==> src/rtl/wdt_op_pkg.sv <==
package wdt_op_pkg;

    typedef struct packed {
        logic z;
        logic s;
        logic v;
    } cc_flags_t;

    localparam cc_flags_t FLAGS_ON_ARM = '{z: 1'b1, s: 1'b0, v: 1'b0};
    localparam cc_flags_t FLAGS_IDLE   = '{z: 1'b0, s: 1'b0, v: 1'b0};

endpackage

==> src/rtl/wdt_run_gate.sv <==
module wdt_run_gate (
    input  logic enabled_i,
    input  logic halted_i,
    input  logic stopped_i,
    input  logic halt_ok_i,
    input  logic perm_i,
    output logic run_o
);

    // STOP outranks HALT; the permanent option overrides both pauses.
    always_comb begin
        if (!enabled_i) begin
            run_o = 1'b0;
        end else if (stopped_i) begin
            run_o = perm_i;
        end else if (halted_i) begin
            run_o = halt_ok_i | perm_i;
        end else begin
            run_o = 1'b1;
        end
    end

endmodule

==> src/rtl/wdt_reset_stretch.sv <==
module wdt_reset_stretch #(
    parameter int POR_CYC     = 32,
    parameter int STRETCH_CYC = 18
) (
    input  logic clk,
    input  logic rst_n,
    input  logic fire_i,
    output logic active_o
);

    localparam int TOTAL = POR_CYC + STRETCH_CYC;
    localparam int W     = $clog2(TOTAL + 1);

    typedef struct packed {
        logic         active;
        logic [W-1:0] cnt;
    } st_t;

    st_t st_d, st_q;

    always_comb begin
        st_d = st_q;
        if (st_q.active) begin
            if (st_q.cnt == W'(TOTAL - 1)) begin
                st_d.active = 1'b0;
                st_d.cnt    = '0;
            end else begin
                st_d.cnt = st_q.cnt + W'(1);
            end
        end else if (fire_i) begin
            st_d.active = 1'b1;
            st_d.cnt    = '0;
        end
    end

    always_ff @(posedge clk or negedge rst_n) begin
        if (!rst_n) begin
            st_q <= '0;
        end else begin
            st_q <= st_d;
        end
    end

    assign active_o = st_q.active;

    AST_NO_REFIRE: assert property (@(posedge clk) disable iff (!rst_n)
        fire_i |-> !st_q.active);

    AST_STRETCH_RISE: assert property (@(posedge clk) disable iff (!rst_n)
        $rose(st_q.active) |-> $past(fire_i));

endmodule

==> src/rtl/instr_watchdog.sv <==
module instr_watchdog #(
    parameter int TIMEOUT_CYC = 64,
    parameter int POR_CYC     = 32,
    parameter int STRETCH_CYC = 18
) (
    input  logic       clk,
    input  logic       rst_n,
    input  logic       op_arm_i,
    input  logic       op_halt_run_i,
    input  logic       halted_i,
    input  logic       stopped_i,
    input  logic       perm_en_i,
    output logic       rst_req_o,
    output logic       rst_out_o,
    output logic       flag_upd_o,
    output logic [2:0] flag_zsv_o
);

    import wdt_op_pkg::*;

    localparam int CNT_W = (TIMEOUT_CYC > 2) ? $clog2(TIMEOUT_CYC) : 1;
    localparam logic [CNT_W-1:0] LAST = CNT_W'(TIMEOUT_CYC - 1);

    typedef struct packed {
        logic             en;
        logic             halt_ok;
        logic [CNT_W-1:0] cnt;
        logic             req;
        logic             upd;
    } wd_state_t;

    wd_state_t s_d, s_q;
    logic      run;
    logic      fire;
    logic      wd_rst;

    wdt_run_gate u_gate (
        .enabled_i (s_q.en),
        .halted_i  (halted_i),
        .stopped_i (stopped_i),
        .halt_ok_i (s_q.halt_ok),
        .perm_i    (perm_en_i),
        .run_o     (run)
    );

    wdt_reset_stretch #(
        .POR_CYC     (POR_CYC),
        .STRETCH_CYC (STRETCH_CYC)
    ) u_stretch (
        .clk      (clk),
        .rst_n    (rst_n),
        .fire_i   (fire),
        .active_o (wd_rst)
    );

    always_comb begin
        s_d     = s_q;
        s_d.req = 1'b0;
        s_d.upd = 1'b0;
        fire    = 1'b0;
        if (wd_rst) begin
            // Own reset in progress: behave like a held system reset.
            s_d.en      = 1'b0;
            s_d.halt_ok = 1'b0;
            s_d.cnt     = '0;
        end else begin
            s_d.upd = op_arm_i;
            if (op_halt_run_i && s_q.en) begin
                s_d.halt_ok = 1'b1;
            end
            if (op_arm_i) begin
                s_d.en  = 1'b1;
                s_d.cnt = '0;
            end else if (run) begin
                if (s_q.cnt == LAST) begin
                    fire    = 1'b1;
                    s_d.cnt = '0;
                end else begin
                    s_d.cnt = s_q.cnt + CNT_W'(1);
                end
            end
            if (perm_en_i) begin
                s_d.en = 1'b1;
            end
        end
        s_d.req = fire;
    end

    always_ff @(posedge clk or negedge rst_n) begin
        if (!rst_n) begin
            s_q <= '0;
        end else begin
            s_q <= s_d;
        end
    end

    assign rst_req_o  = s_q.req;
    assign rst_out_o  = wd_rst;
    assign flag_upd_o = s_q.upd;
    assign flag_zsv_o = s_q.upd ? FLAGS_ON_ARM : FLAGS_IDLE;

    AST_REQ_SINGLE: assert property (@(posedge clk) disable iff (!rst_n)
        rst_req_o |=> !rst_req_o);

    AST_REQ_WITH_RESET: assert property (@(posedge clk) disable iff (!rst_n)
        rst_req_o |-> rst_out_o);

    AST_CNT_HELD: assert property (@(posedge clk) disable iff (!rst_n)
        rst_out_o |-> (s_q.cnt == '0));

    AST_EN_STICKY: assert property (@(posedge clk) disable iff (!rst_n)
        (s_q.en && !wd_rst && !fire) |=> s_q.en);

    AST_HALT_PAUSE: assert property (@(posedge clk) disable iff (!rst_n)
        (halted_i && !s_q.halt_ok && !perm_en_i && !op_arm_i && !wd_rst)
        |=> $stable(s_q.cnt));

    AST_HALT_OK_NEEDS_EN: assert property (@(posedge clk) disable iff (!rst_n)
        s_q.halt_ok |-> s_q.en);

    AST_STOP_FREEZE: assert property (@(posedge clk) disable iff (!rst_n)
        (stopped_i && !perm_en_i && !op_arm_i && !wd_rst)
        |=> $stable(s_q.cnt));

    AST_FLAG_SOURCE: assert property (@(posedge clk) disable iff (!rst_n)
        flag_upd_o |-> $past(op_arm_i));

endmodule

==> config.mk <==
export PLATFORM = sky130hd
export DESIGN_NAME = instr_watchdog
export DESIGN_NICKNAME = d
export VERILOG_FILES = /design/src/rtl/wdt_op_pkg.sv /design/src/rtl/wdt_run_gate.sv /design/src/rtl/wdt_reset_stretch.sv /design/src/rtl/instr_watchdog.sv
export SDC_FILE = /design/constraint.sdc
export NUM_CORES = 1
export LEC_CHECK = 0
export BUFFER_PORTS_ARGS = -buffer_cell sky130_fd_sc_hd__buf_2
export CAP_MARGIN = 20
export CORE_MARGIN = 1
export CORE_UTILIZATION = 54
export CTS_BUF_LIST = sky130_fd_sc_hd__clkbuf_4 sky130_fd_sc_hd__clkbuf_8
export CTS_CLUSTER_SIZE = 16
export DETAILED_ROUTE_END_ITERATION = 10
export PLACE_DENSITY = 0.86
export SYNTH_ARGS = -nofsm -noshare
export SYNTH_HDL_FRONTEND = slang
export SYNTH_HIERARCHICAL = 1
export SYNTH_SLANG_ARGS = --single-unit
==> constraint.sdc <==
create_clock -name clk -period 2.1 [get_ports clk]
set_input_delay 0.21 -clock clk [delete_from_list [all_inputs] [get_ports clk]]
set_output_delay 0.21 -clock clk [all_outputs]
set_load 0.005 [all_outputs]
Word-level counts from Yosys, hierarchy flattened
Cells that the tools add are included.

Register bits after elaboration: 17. Bits in latches: 0. RAM bits: 0. Memory bits (read-only): 0. Input bits: 7. Output and inout bits: 6. Word-level logic and storage cells: 37. Memories: 0.

$add $sub $neg: 2. $mul: 0. Divide/modulo/power cells: 0. Magnitude comparators: 0. Equal/unequal tests: 2. Shifts and indexed selects: 0. Mux-type cells: 20. Bitwise operators: 1. Reduce and logical (&&, ||, !) cells: 5.

Operators by type and width (number): $mux 6 (4); $mux 7 (2); $add 6x1->6 const B (2); $eq 6x6->1 const B (2); $mux 1 (12); $mux 8 (1); $reduce_bool 3->1 (2); $reduce_bool 2->1 (2); $mux 3 (1); $logic_and 1x1->1 (1); $or 1x1->1 (1).

Logic depth before layout (Yosys ltp)
Gate-level depths: netlist (run 1).

Depth in word-level cells: 9. Gate-level depth with buffers: 7. Depth with buffers taken out: 7.

By module
The synthesis (run 1) kept the hierarchy.

Modules (own cells, without submodules): instr_watchdog (times used 1, cells each 50, area each 478.0 µm², sequential area each 250.2 µm²); wdt_reset_stretch (times used 1, cells each 38, area each 357.8 µm², sequential area each 175.2 µm²); wdt_run_gate (times used 1, cells each 4, area each 26.3 µm², sequential area each 0.0 µm²).

Worst setup path after synthesis (run 1)
Ideal clock, no wire load.

Path kind: reg-to-reg. Start point: reg s_q[8] in the netlist's numbering. End point: reg u_stretch/st_q[2] in the netlist's numbering. Library setup time: 135 ps. Arrival: 1653 ps. Required time: 1965 ps. Slack: 311 ps. Stages on the path, launching flop included: 8. Path buffers: 0. Clock period less this slack: 1789 ps. Cells stage by stage: dfrtp_1 > nor2_1 > a221oi_2 > inv_1 > nor4_1 > nor2_1 > o21ai_0 > o21ai_0.

Longest elaborated chain between the ends: 8.

Ends and longest elaborated chain: start: declaration (line instr_watchdog.sv:32) `wd_state_t s_d, s_q;`; start signal: assignment (line instr_watchdog.sv:91) `s_q <= '0;`; start signal: assignment (line instr_watchdog.sv:93) `s_q <= s_d;`; $or 1x1->1 (line wdt_run_gate.sv:17) `run_o = halt_ok_i | perm_i;`; $mux 1 (line wdt_run_gate.sv:16) `end else if (halted_i) begin`; $mux 1 (line wdt_run_gate.sv:14) `end else if (stopped_i) begin`; $mux 1 (line wdt_run_gate.sv:12) `if (!enabled_i) begin`; via run (line instr_watchdog.sv:33) `logic run;`; $mux 1 (line instr_watchdog.sv:74) `end else if (run) begin`; $mux 1 (line instr_watchdog.sv:71) `if (op_arm_i) begin`; $mux 1 (line instr_watchdog.sv:61) `if (wd_rst) begin`; via fire (line instr_watchdog.sv:34) `logic fire;`; $reduce_bool 2->1 (no source line); end signal: assignment (line wdt_reset_stretch.sv:40) `st_q <= st_d;`; end: declaration (line wdt_reset_stretch.sv:19) `st_t st_d, st_q;`.

The timed path passes the listed nets, and every way through them passes these cells. A chain may end at the register's enable or synchronous reset.

Worst setup path after layout (run 1)
Ends and elaborated chain as after synthesis.

==> metrics.cfg, run 1 <==
[synth]
synth_area_leaders=dfrtp_1 (49%), ha_1 (4.4%), nand2_1 (4.4%), a21oi_1 (4.1%), o21ai_0 (4.1%)
ys_warn_count=6
ys_ff_latch=17
yosysSeqAreaShare_pct=49.35
synthDistinctLibCells=30
synth.top_cell.area_share_pct=49.35
synth.cell_area_um2=862.1
syn_avg_cell_area_um2=9.370
syn_inst=92
yosys.area.top_type=dfrtp_1

[finish]
fillers=127
area_growth_pct=11.90
utilization_pct=64.04
layout_commonest_cell=dfrtp_1
num_antenna_cells=0
final_net_count=117
fin_cells=122
fin_area_um2=964.7
drive_gt1_share_pct=16.98
final_cell_mix=dfrtp_1 (17), nand2_1 (10), buf_2 (10), a21oi_1 (7), o21ai_0 (7)

[floorplan]
num_rows=14
io_pins=13
initial_utilization_pct=57.23
core_mm2=0.001506
die_area_mm2=0.001760
die_w_um=41.96
die_h_um=41.96

[clock_tree]
h-tree-depth=1
cts_resized=0
insertion_delay_ns=0.28
clkSinkCount=17
root_buffer=clkbuf_4
clk_pin_slew_ns=0.09
cts_made_buffers=3
clockBufferDepth=2
cts_tree=built

[status]
status=finished clean

[global_routing]
first_global_vias=673
antenna_found_initial=0
grt_pass1_wl_um=2725
grt_max_degree=18
grt_usage_pct=20.02
overflow=0

[power_and_ir_drop]
power_mw=0.5200
peakVddDrop_mv=0.3739
pwr-share-comb_pct=3.3
p_sw_share_pct=19.27
p_switching_mw=0.1002
internal-power_mw=0.4198
powerDensity_mw_per_mm2=539.0
p_leak_nw=0.4180
seqPwrFrac_pct=62.9
clockPowerShare_pct=33.9

[timing]
rsz0062_at_grt=no
setup_tns_ns=0
period_share_pct=89.30
timing.fmax_ghz=0.5332
drv_slew=0
finalSetupViolCount=0
fin_skew_ns=0.003401
hold_violations=0
final.min_clock_period_ns=1.875

[setup_path]
crit_type=reg2reg
crit_fanout=6
crit_path_end_kind=register
worstPathRequired_ns=2.24
worst_setup_path_start_kind=register
cp.arrival_ns=2.02

[routing]
drt_pass1_iterations=4
vias=725
drt-total-wl_um=1572
antenna_left=0
via_per_inst=5.943
drc=0
wl_per_cell_um=12.89
drtIter0Drc=19

[placement]
gp_congestion=0.8993
hpwl_um=1218
place_area_um2=924.6
portBuffers=10
dp_cells=117

[run]
maxCapViolations=0

[worst_hold_path]
hp-class=in2reg

## power by group through the flow
stage          Clock (mW)  Sequential [mW]  Combinational (mW)
6_report            0.176            0.327              0.0169
5_1_grt             0.197            0.327              0.0201
4_1_cts             0.184            0.327              0.0174
3_5_place_dp            0            0.334              0.0160
3_3_place_gp            0            0.334              0.0154
2_1_floorplan           0            0.334             0.00561
## kinds of logic after synthesis
| kind of cell | Yosys count | synth area share [%] |
|---|---|---|
| buf+inv | 11 | 6.095 |
| other cells | 1 | 0.4350 |
| compound gates | 22 | 15.67 |
| simple gates | 35 | 20.90 |
| xor+xnor | 2 | 2.032 |
| fa+ha+maj | 3 | 4.355 |
| flops | 17 | 49.35 |
| mux | 1 | 1.161 |
## metrics by stage
stage	setup WS, ns	hold WS (ns)
final	0.2246	0.1872
after global routing	0.001254	0.1839
after CTS	0.1937	0.1813
after detailed placement	0.2176	0.1440
after global placement	0.3326	0.1426
after floorplan	0.3111	-0.08559
## worst max-delay path, stage by stage, from the launching register on
cell and delay [ns]:
dfrtp_1 0.36, nor2_1 0.06, a221oi_2 0.26, inv_1 0.14, nor4_1 0.45, nor2_1 0.18, o21ai_0 0.19, o21ai_0 0.11
## worst paths after layout
path | startpoint | end | slack [ns] | depth (start not counted)
min in group asynchronous | rst_n | flag_upd_o | 0.37 | 2
max in group asynchronous | rst_n | u_stretch/st_q[2] | 1.46 | 2
setup / recovery | s_q[8] | u_stretch/st_q[2] | 0.22 | 7
setup reg to reg | s_q[8] | u_stretch/st_q[2] | 0.22 | 7
hold / removal | op_halt_run_i | s_q[8] | 0.19 | 3
hold reg to reg | s_q[8] | s_q[8] | 0.53 | 2
## registers in the layout, summed over array words and instances (netlist names)
| name | cells |
|---|---|
| s_q | 8 |
| rst_req_o | 1 |
| flag_upd_o | 1 |
| u_stretch/active_o | 1 |
| u_stretch/st_q | 6 |
## synthesized netlist by cell type
cell type and number:
o21ai_1 2, nand2b_1 1, nand2_1 10, o211ai_1 3, nor3_1 1, nand3b_1 1
a2bb2oi_1 1, buf_4 3, a221oi_2 1, nand4bb_1 1, or2_1 1, nor2_1 6
nand4_1 3, dfrtp_1 17, a21oi_1 7, nor4_1 1, conb_1 1, mux2i_1 1
or3_1 1, clkbuf_1 1, o21ai_0 7, nand3_1 4, nor2b_1 3, inv_2 1
o311ai_1 1, ha_1 3, inv_1 6, and3_1 1, or4_1 1, xor2_1 2
## what timing repair did
item / 4_1_cts / 5_1_grt
hold endpoints to repair: 17 / 0
buffers inserted: 0 / 0
hold buffers: 1 / 0
## layout make-up
class | instances | area, µm² | area share [%]
Timing Repair Buffer | 13 | 75.07 | 7.782
Clock buffer | 4 | 30.03 | 3.113
Sequential cell | 17 | 425.4 | 44.10
Inverter | 7 | 26.28 | 2.724
Multi-Input combinational cell | 65 | 387.9 | 40.21
Tap cell | 16 | 20.02 | 2.075
## layer usage
| metal | up-vias | GRT usage [%] | routed length, µm |
|---|---|---|---|
| li1 | 347 | - | - |
| met1 | 349 | 25.50 | 705 |
| met2 | 25 | 33.44 | 783 |
| met3 | 4 | 2.609 | 64 |
| met4 | 0 | 9.677 | 18 |
| met5 | - | 0 | 0 |
No activity file was read; power rests on OpenSTA's default activity.
==> run 2: changes to the inputs <==
--- a/config.mk
+++ b/config.mk
@@ -5,6 +5,7 @@
 export SDC_FILE = /design/constraint.sdc
 export NUM_CORES = 1
 export LEC_CHECK = 0
+export ABC_CLOCK_PERIOD_IN_PS = 2100
 export BUFFER_PORTS_ARGS = -buffer_cell sky130_fd_sc_hd__buf_2
 export CAP_MARGIN = 20
 export CORE_MARGIN = 1
@@ -15,5 +16,4 @@
 export PLACE_DENSITY = 0.86
 export SYNTH_ARGS = -nofsm -noshare
 export SYNTH_HDL_FRONTEND = slang
-export SYNTH_HIERARCHICAL = 1
 export SYNTH_SLANG_ARGS = --single-unit
==> metrics.cfg, run 2 <==
[timing]
final.min_clock_period_ns=1.509  ; was 1.875 ns
period_share_pct=71.87  ; was 89.30%
rsz0062_at_grt=no  ; unchanged
timing.fmax_ghz=0.6626  ; was 0.5332 GHz
fin_skew_ns=0.009233  ; was 0.003401 ns
drv_slew=0  ; unchanged
setup_tns_ns=0  ; unchanged
finalSetupViolCount=0  ; unchanged
setup_slack_ns=0.5908  ; was 0.2246 ns
hold_violations=0  ; unchanged
timing.hold.ws_ns=0.1700  ; was 0.1872 ns

[routing]
wl_met1_um=792  ; was 705 µm
wl_met3_um=100  ; was 64 µm
vias=745  ; was 725
wl_per_cell_um=15.07  ; was 12.89 µm
drt_pass1_iterations=4  ; unchanged
via_per_inst=6.368  ; was 5.943
drtIter0Drc=19  ; unchanged
drt-total-wl_um=1763  ; was 1572 µm
maxUsedRoutingLayer=met4  ; unchanged
wl_met2_um=791  ; was 783 µm
antenna_left=0  ; unchanged
drc=0  ; unchanged

[floorplan]
initial_utilization_pct=57.96  ; was 57.23%
die_w_um=42.45  ; was 41.96 µm
die_area_mm2=0.001802  ; was 0.001760 mm²
io_pins=13  ; unchanged
num_rows=14  ; unchanged
core_mm2=0.001524  ; was 0.001506 mm²
die_h_um=42.45  ; was 41.96 µm

[power_and_ir_drop]
powerDensity_mw_per_mm2=580.8  ; was 539.0 mW/mm²
p_sw_share_pct=23.35  ; was 19.27%
internal-power_mw=0.4323  ; was 0.4198 mW
clockPowerShare_pct=34.4  ; was 33.9%
power_mw=0.5639  ; was 0.5200 mW
pwr-share-comb_pct=6.8  ; was 3.3%
p_leak_nw=0.4701  ; was 0.4180 nW
p_switching_mw=0.1317  ; was 0.1002 mW
peakVddDrop_mv=0.3107  ; was 0.3739 mV
seqPwrFrac_pct=58.8  ; was 62.9%

[clock_tree]
clk_pin_slew_ns=0.10  ; was 0.09 ns
clockBufferDepth=2  ; unchanged
post_cts_buffers=0  ; unchanged
clkSinkCount=17  ; unchanged
cts_resized=0  ; unchanged
hold_buffers=1  ; unchanged
cts_made_buffers=3  ; unchanged
cts_tree=built  ; unchanged
root_buffer=clkbuf_4  ; unchanged
h-tree-depth=1  ; unchanged
insertion_delay_ns=0.30  ; was 0.28 ns

[synth]
synth_common_cells=dfrtp_1 (17), nand2_1 (8), a21oi_1 (7)  ; was dfrtp_1 (17), nand2_1 (10), a21oi_1 (7), o21ai_0 (7)
yosysSeqAreaShare_pct=48.16  ; was 49.35%
synthDistinctLibCells=35  ; was 30
syn_inst=89  ; was 92
synthMostInstantiatedCell=dfrtp_1  ; unchanged
synthFlopType=dfrtp_1  ; unchanged
synth.cell_area_um2=883.3  ; was 862.1 µm²
synth_edf_count=0  ; unchanged
synth_area_leaders=dfrtp_1 (48%), ha_1 (4.2%), a21oi_1 (4.0%), nand3_1 (3.4%), nand2_1 (3.4%)  ; was dfrtp_1 (49%), ha_1 (4.4%), nand2_1 (4.4%), a21oi_1 (4.1%), o21ai_0 (4.1%)
syn_avg_cell_area_um2=9.925  ; was 9.370 µm²
yosys.area.top_type=dfrtp_1  ; unchanged
synth_async_sr_flop_share_pct=100.0  ; unchanged
ys_ff_latch=17  ; unchanged
ys_warn_count=0  ; was 6
synth.top_cell.area_share_pct=48.16  ; was 49.35%

[setup_path]
crit_type=reg2reg  ; unchanged
crit_path_end_kind=register  ; unchanged
rr_worst_depth=4  ; was 7
r2r-end=u_stretch.st_q[1]  ; was u_stretch/st_q[2]
cp.arrival_ns=1.73  ; was 2.02 ns
worst_setup_path_start_kind=register  ; unchanged
crit_fanout=6  ; unchanged
ff2ff_setup_slack_ns=0.59  ; was 0.22 ns
critPathLaunch=s_q[8]  ; unchanged
worstPathRequired_ns=2.32  ; was 2.24 ns
r2r_start=s_q[8]  ; unchanged

[global_routing]
first_global_vias=675  ; was 673
antenna_found_initial=0  ; unchanged
overflow=0  ; unchanged
grt_pass1_wl_um=3056  ; was 2725 µm
grt_usage_pct=22.71  ; was 20.02%
grt_max_degree=18  ; unchanged

[finish]
final_cell_mix=dfrtp_1 (17), buf_2 (10), nand2_1 (8), a21oi_1 (7), nand3_1 (6)  ; was dfrtp_1 (17), nand2_1 (10), buf_2 (10), a21oi_1 (7), o21ai_0 (7)
top_register=s_q  ; unchanged
area_growth_pct=9.915  ; was 11.90%
layout_commonest_cell=dfrtp_1  ; unchanged
final_net_count=112  ; was 117
drive_gt1_share_pct=21.78  ; was 16.98%
largest_register_ffs=8  ; unchanged
num_antenna_cells=0  ; unchanged
fin_area_um2=970.9  ; was 964.7 µm²
reg.largest.list=s_q: 8 flops, u_stretch.st_q: 6 flops  ; was s_q: 8 flops, u_stretch/st_q: 6 flops
fillers=128  ; was 127

[placement]
place_area_um2=930.9  ; was 924.6 µm²
portBuffers=10  ; unchanged
gp_congestion=0.8310  ; was 0.8993
pre_cts_ws_ns=0.6376  ; was 0.2176 ns
hpwl_um=1199  ; was 1218 µm

[worst_hold_path]
hold_depth=3  ; unchanged
hp-class=in2reg  ; unchanged
holdPathEnd=s_q[8]  ; unchanged
hold_path_startpoint=op_halt_run_i  ; unchanged

[run]
maxCapViolations=0  ; unchanged

[status]
status=finished clean  ; unchanged

[run 2: cell types whose count changed after synthesis, moves of 2 or more]
cell / delta
a211o_1: +2
nor3_1: +3
o211ai_1: -3
nor2b_1: -2
nand2_1: -2
nand3_1: +2
a21o_1: +3
o21ai_1: -2
o21ai_0: -5
nor3b_1: +2
inv_1: -4
or2_2: +2
[run 2: critical path, cell delays in order, from the launching register on]
cell	delay [ns]
dfrtp_1	0.39
or3b_4	0.41
and3_4	0.20
a21oi_2	0.27
o2bb2ai_1	0.16
[run 2: how the worst max path moves through the flow]
| stage | slack (ns) | endpoint | depth (start not counted) |
|---|---|---|---|
| 3_5_place_dp | 0.64 | u_stretch.st_q[3] | 5 |
| 5_1_grt | 0.50 | u_stretch.st_q[3] | 5 |
| 2_1_floorplan | 0.75 | u_stretch.st_q[2] | 4 |
| 3_3_place_gp | 0.67 | u_stretch.st_q[4] | 4 |
| 4_1_cts | 0.61 | u_stretch.st_q[1] | 4 |
| 6_report | 0.59 | u_stretch.st_q[1] | 4 |
[run 2: cell type report]
type	instances	area (µm²)	share of cell area [%]
multi-input combinational	67	427.9	44.07
sequential	17	425.4	43.81
timing repair buffer	11	60.06	6.186
clock buffer	4	30.03	3.093
tap	16	20.02	2.062
inverter	2	7.507	0.7732
[run 2: cell families (layout without fill, tap and decap cells)]
family	count (synthesis)	in the layout	synth area share, %
xor+xnor	1	1	0.9917
compound gates	20	20	15.02
buf+inv	6	17	3.824
simple gates	41	41	27.34
other cells	1	2	0.4245
flops	17	17	48.16
fa+ha+maj	3	3	4.250
[run 2: power by group through the flow]
stage	Combinational [mW]	Sequential, mW	Clock [mW]
after floorplan	0.0231	0.338	0
after global placement	0.0355	0.338	0
after detailed placement	0.0369	0.338	0
after CTS	0.0384	0.332	0.192
after global routing	0.0432	0.332	0.201
final	0.0385	0.332	0.194
[run 2: metal layers]
layer	track usage, %	vias to the layer above
met1	32.68	363
met2	31.08	36
met5	0	-
li1	-	339
met3	3.017	7
met4	16.25	0
[run 2: per-stage QoR]
stage / util (%) / cells
floorplan: - / 90
detailed placement: 61.08 / 112
global placement: 61.08 / 112
global route: 63.71 / 117
finish: 63.71 / 117
CTS: 63.71 / 117
==> run 3: changes to the inputs <==
--- a/config.mk
+++ b/config.mk
@@ -5,7 +5,8 @@
 export SDC_FILE = /design/constraint.sdc
 export NUM_CORES = 1
 export LEC_CHECK = 0
-export ABC_CLOCK_PERIOD_IN_PS = 2100
+export ABC_AREA = 1
+export ABC_CLOCK_PERIOD_IN_PS = 1400
 export BUFFER_PORTS_ARGS = -buffer_cell sky130_fd_sc_hd__buf_2
 export CAP_MARGIN = 20
 export CORE_MARGIN = 1
@@ -13,7 +14,7 @@
 export CTS_BUF_LIST = sky130_fd_sc_hd__clkbuf_4 sky130_fd_sc_hd__clkbuf_8
 export CTS_CLUSTER_SIZE = 16
 export DETAILED_ROUTE_END_ITERATION = 10
-export PLACE_DENSITY = 0.86
+export PLACE_DENSITY = 0.85
 export SYNTH_ARGS = -nofsm -noshare
 export SYNTH_HDL_FRONTEND = slang
 export SYNTH_SLANG_ARGS = --single-unit
==> constraint.sdc (replaced) <==
create_clock -name clk -period 1.4 [get_ports clk]
set_input_delay 0.14 -clock clk [delete_from_list [all_inputs] [get_ports clk]]
set_output_delay 0.14 -clock clk [all_outputs]
set_load 0.005 [all_outputs]
==> metrics.cfg, run 3 <==
[timing]
final.min_clock_period_ns=1.306  ; was 1.509 ns
fin_skew_ns=0.003958  ; was 0.009233 ns
drv_slew=0  ; unchanged
timing.hold.ws_ns=0.08247  ; was 0.1700 ns
timing.fmax_ghz=0.7657  ; was 0.6626 GHz
hold_violations=0  ; unchanged
setup_slack_ns=0.09393  ; was 0.5908 ns
period_share_pct=93.29  ; was 71.87%
finalSetupViolCount=0  ; unchanged

[synth]
yosysSeqAreaShare_pct=43.26  ; was 48.16%
synth.cell_area_um2=983.4  ; was 883.3 µm²
ys_warn_count=0  ; unchanged
synthFlopType=dfrtp_1  ; unchanged
synth.top_cell.area_share_pct=43.26  ; was 48.16%
synth_common_cells=nand2_1 (35), dfrtp_1 (17), inv_1 (17)  ; was dfrtp_1 (17), nand2_1 (8), a21oi_1 (7)
ys_ff_latch=17  ; unchanged
synth_edf_count=0  ; unchanged
synth_area_leaders=dfrtp_1 (43%), nand2_1 (13%), nand3_1 (7.6%), inv_1 (6.5%), nor2_1 (4.6%)  ; was dfrtp_1 (48%), ha_1 (4.2%), a21oi_1 (4.0%), nand3_1 (3.4%), nand2_1 (3.4%)
syn_avg_cell_area_um2=7.805  ; was 9.925 µm²
yosys.area.top_type=dfrtp_1  ; unchanged
synthMostInstantiatedCell=nand2_1  ; was dfrtp_1
synth_async_sr_flop_share_pct=100.0  ; unchanged
synthDistinctLibCells=21  ; was 35
syn_inst=126  ; was 89

[finish]
drive_gt1_share_pct=19.31  ; was 21.78%
fillers=144  ; was 128
seq_area_um2=425.4  ; unchanged
area_growth_pct=15.52  ; was 9.915%
top_register=s_q  ; unchanged
layout_commonest_cell=nand2_1  ; was dfrtp_1
final_cell_mix=nand2_1 (35), inv_1 (17), dfrtp_1 (17), nand3_1 (15), nor2_1 (12)  ; was dfrtp_1 (17), buf_2 (10), nand2_1 (8), a21oi_1 (7), nand3_1 (6)
largest_register_ffs=8  ; unchanged
utilization_pct=66.52  ; was 63.71%
reg.largest.list=s_q: 8 flops, u_stretch.st_q: 6 flops  ; unchanged
multiInputGateArea_um2=473.0  ; was 427.9 µm²
final_net_count=156  ; was 112
num_antenna_cells=0  ; unchanged

[floorplan]
core_mm2=0.001708  ; was 0.001524 mm²
die_w_um=44.68  ; was 42.45 µm
initial_utilization_pct=57.58  ; was 57.96%
num_rows=15  ; was 14
die_area_mm2=0.001996  ; was 0.001802 mm²
die_h_um=44.68  ; was 42.45 µm
io_pins=13  ; unchanged

[global_routing]
grt_usage_pct=23.03  ; was 22.71%
grt_pass1_wl_um=3256  ; was 3056 µm
grt_max_degree=18  ; unchanged
antenna_found_initial=0  ; unchanged
first_global_vias=769  ; was 675
overflow=0  ; unchanged

[power_and_ir_drop]
peakVddDrop_mv=0.6782  ; was 0.3107 mV
pwr-share-comb_pct=10.3  ; was 6.8%
powerDensity_mw_per_mm2=779.6  ; was 580.8 mW/mm²
p_sw_share_pct=24.11  ; was 23.35%
clockPowerShare_pct=31.6  ; was 34.4%
internal-power_mw=0.6722  ; was 0.4323 mW
p_leak_nw=0.6374  ; was 0.4701 nW
p_switching_mw=0.2136  ; was 0.1317 mW
seqPwrFrac_pct=58.2  ; was 58.8%

[clock_tree]
cts_tree=built  ; unchanged
clkSinkCount=17  ; unchanged
clockBufferDepth=2  ; unchanged
cts_made_buffers=3  ; unchanged
h-tree-depth=1  ; unchanged
root_buffer=clkbuf_4  ; unchanged
clk_pin_slew_ns=0.10  ; about the same
insertion_delay_ns=0.29  ; was 0.30 ns

[setup_path]
crit_fanout=6  ; unchanged
cp.arrival_ns=1.49  ; was 1.73 ns
worst_setup_path_start_kind=register  ; unchanged
cp_slowest_cell=dfrtp_1  ; was or3b_4
slowest_delay_ns=0.41  ; about the same
crit_path_end_kind=register  ; unchanged
worstPathRequired_ns=1.59  ; was 2.32 ns
crit_type=reg2reg  ; unchanged
cp_num_buf_inv=0  ; unchanged
crit_family=simple AND/OR/NAND/NOR gates  ; unchanged
crit_chain=ha_2 > nand3_2 > nor2_4 > nand4_4 > nand3_1 > nand2_1  ; was or3b_4 > and3_4 > a21oi_2 > o2bb2ai_1

[status]
status=finished clean  ; unchanged

[placement]
pre_cts_ws_ns=0.07585  ; was 0.6376 ns
gp_congestion=0.8973  ; was 0.8310
hpwl_um=1436  ; was 1199 µm
portBuffers=10  ; unchanged

[worst_hold_path]
hp-class=in2reg  ; unchanged

[routing]
via_per_inst=4.900  ; was 6.368
drtIter0Drc=8  ; was 19
drt_pass1_iterations=3  ; was 4
drc=0  ; unchanged
antenna_left=0  ; unchanged
vias=833  ; was 745
wl_per_cell_um=11.24  ; was 15.07 µm
drt-total-wl_um=1910  ; was 1763 µm

[run]
maxCapViolations=0  ; unchanged

run 3: worst paths after layout:
path                       depth (start not counted)                end               from  slack [ns]
setup reg to reg                                   6  u_stretch.st_q[0]             s_q[3]        0.09
setup / recovery                                   6  u_stretch.st_q[0]             s_q[3]        0.09
min in group asynchronous                          2             s_q[7]              rst_n        0.30
hold / removal                                     3             s_q[8]      op_halt_run_i        0.08
hold reg to reg                                    2  u_stretch.st_q[3]  u_stretch.st_q[3]        0.55
max in group asynchronous                          2  u_stretch.st_q[1]              rst_n        0.83
run 3: worst register-to-register path, stage by stage (launching register included):
cell	delay, ns
dfrtp_1	0.41
ha_2	0.22
nand3_2	0.11
nor2_4	0.17
nand4_4	0.15
nand3_1	0.11
nand2_1	0.05
run 3: area by class of cell:
class / instances / share of cell area (%)
multi-input combinational: 89 / 41.63
inverter: 17 / 5.617
tap: 25 / 2.753
timing repair buffer: 18 / 9.912
sequential: 17 / 37.44
clock buffer: 4 / 2.643
run 3: power groups by stage:
stage | Combinational [mW] | Clock, mW | Sequential [mW]
global placement | 0.0702 | 0 | 0.524
global route | 0.103 | 0.306 | 0.517
floorplan | 0.0491 | 0 | 0.523
finish | 0.0909 | 0.280 | 0.515
CTS | 0.0745 | 0.288 | 0.516
detailed placement | 0.0723 | 0 | 0.526
run 3: logic make-up (layout without fill, tap and decap cells):
| group | count (synthesis) | after routing | synth area share, % |
|---|---|---|---|
| and+or+nand+nor | 73 | 73 | 35.50 |
| DFF | 17 | 17 | 43.26 |
| AOI/OAI and AO/OA | 10 | 10 | 6.870 |
| xor gates and xnor gates | 1 | 1 | 0.8907 |
| other | 1 | 2 | 0.3813 |
| buffers and inverters | 21 | 39 | 9.287 |
| adders and majority gates | 3 | 3 | 3.817 |
run 3: stage by stage:
| stage | cell area [µm²] | setup TNS [ns] | power [mW] | cells |
|---|---|---|---|---|
| after CTS | 1111 | 0 | 0.8785 | 167 |
| after detailed placement | 1071 | 0 | 0.5980 | 162 |
| after global placement | 1071 | 0 | 0.5942 | 162 |
| after floorplan | 987.2 | 0 | 0.5723 | 127 |
| after global routing | 1136 | -0.001240 | 0.9265 | 170 |
| final | 1136 | 0 | 0.8858 | 170 |
run 3: metal layers:
layer | routed length, µm | up-vias | global-route usage, % | share of wire, %
met4 | 24 | 0 | 8.485 | 1.3
li1 | - | 442 | - | -
met3 | 41 | 4 | 6.122 | 2.1
met2 | 954 | 8 | 38.82 | 50
met1 | 890 | 379 | 28.20 | 47
met5 | 0 | - | 0 | 0
run 3: what timing repair did:
action,4_1_cts,5_1_grt
buffers inserted,0,3
endpoints found under the setup margin,0,7
hold endpoints to repair,17,0
hold buffers,1,0
resized for setup,0,1
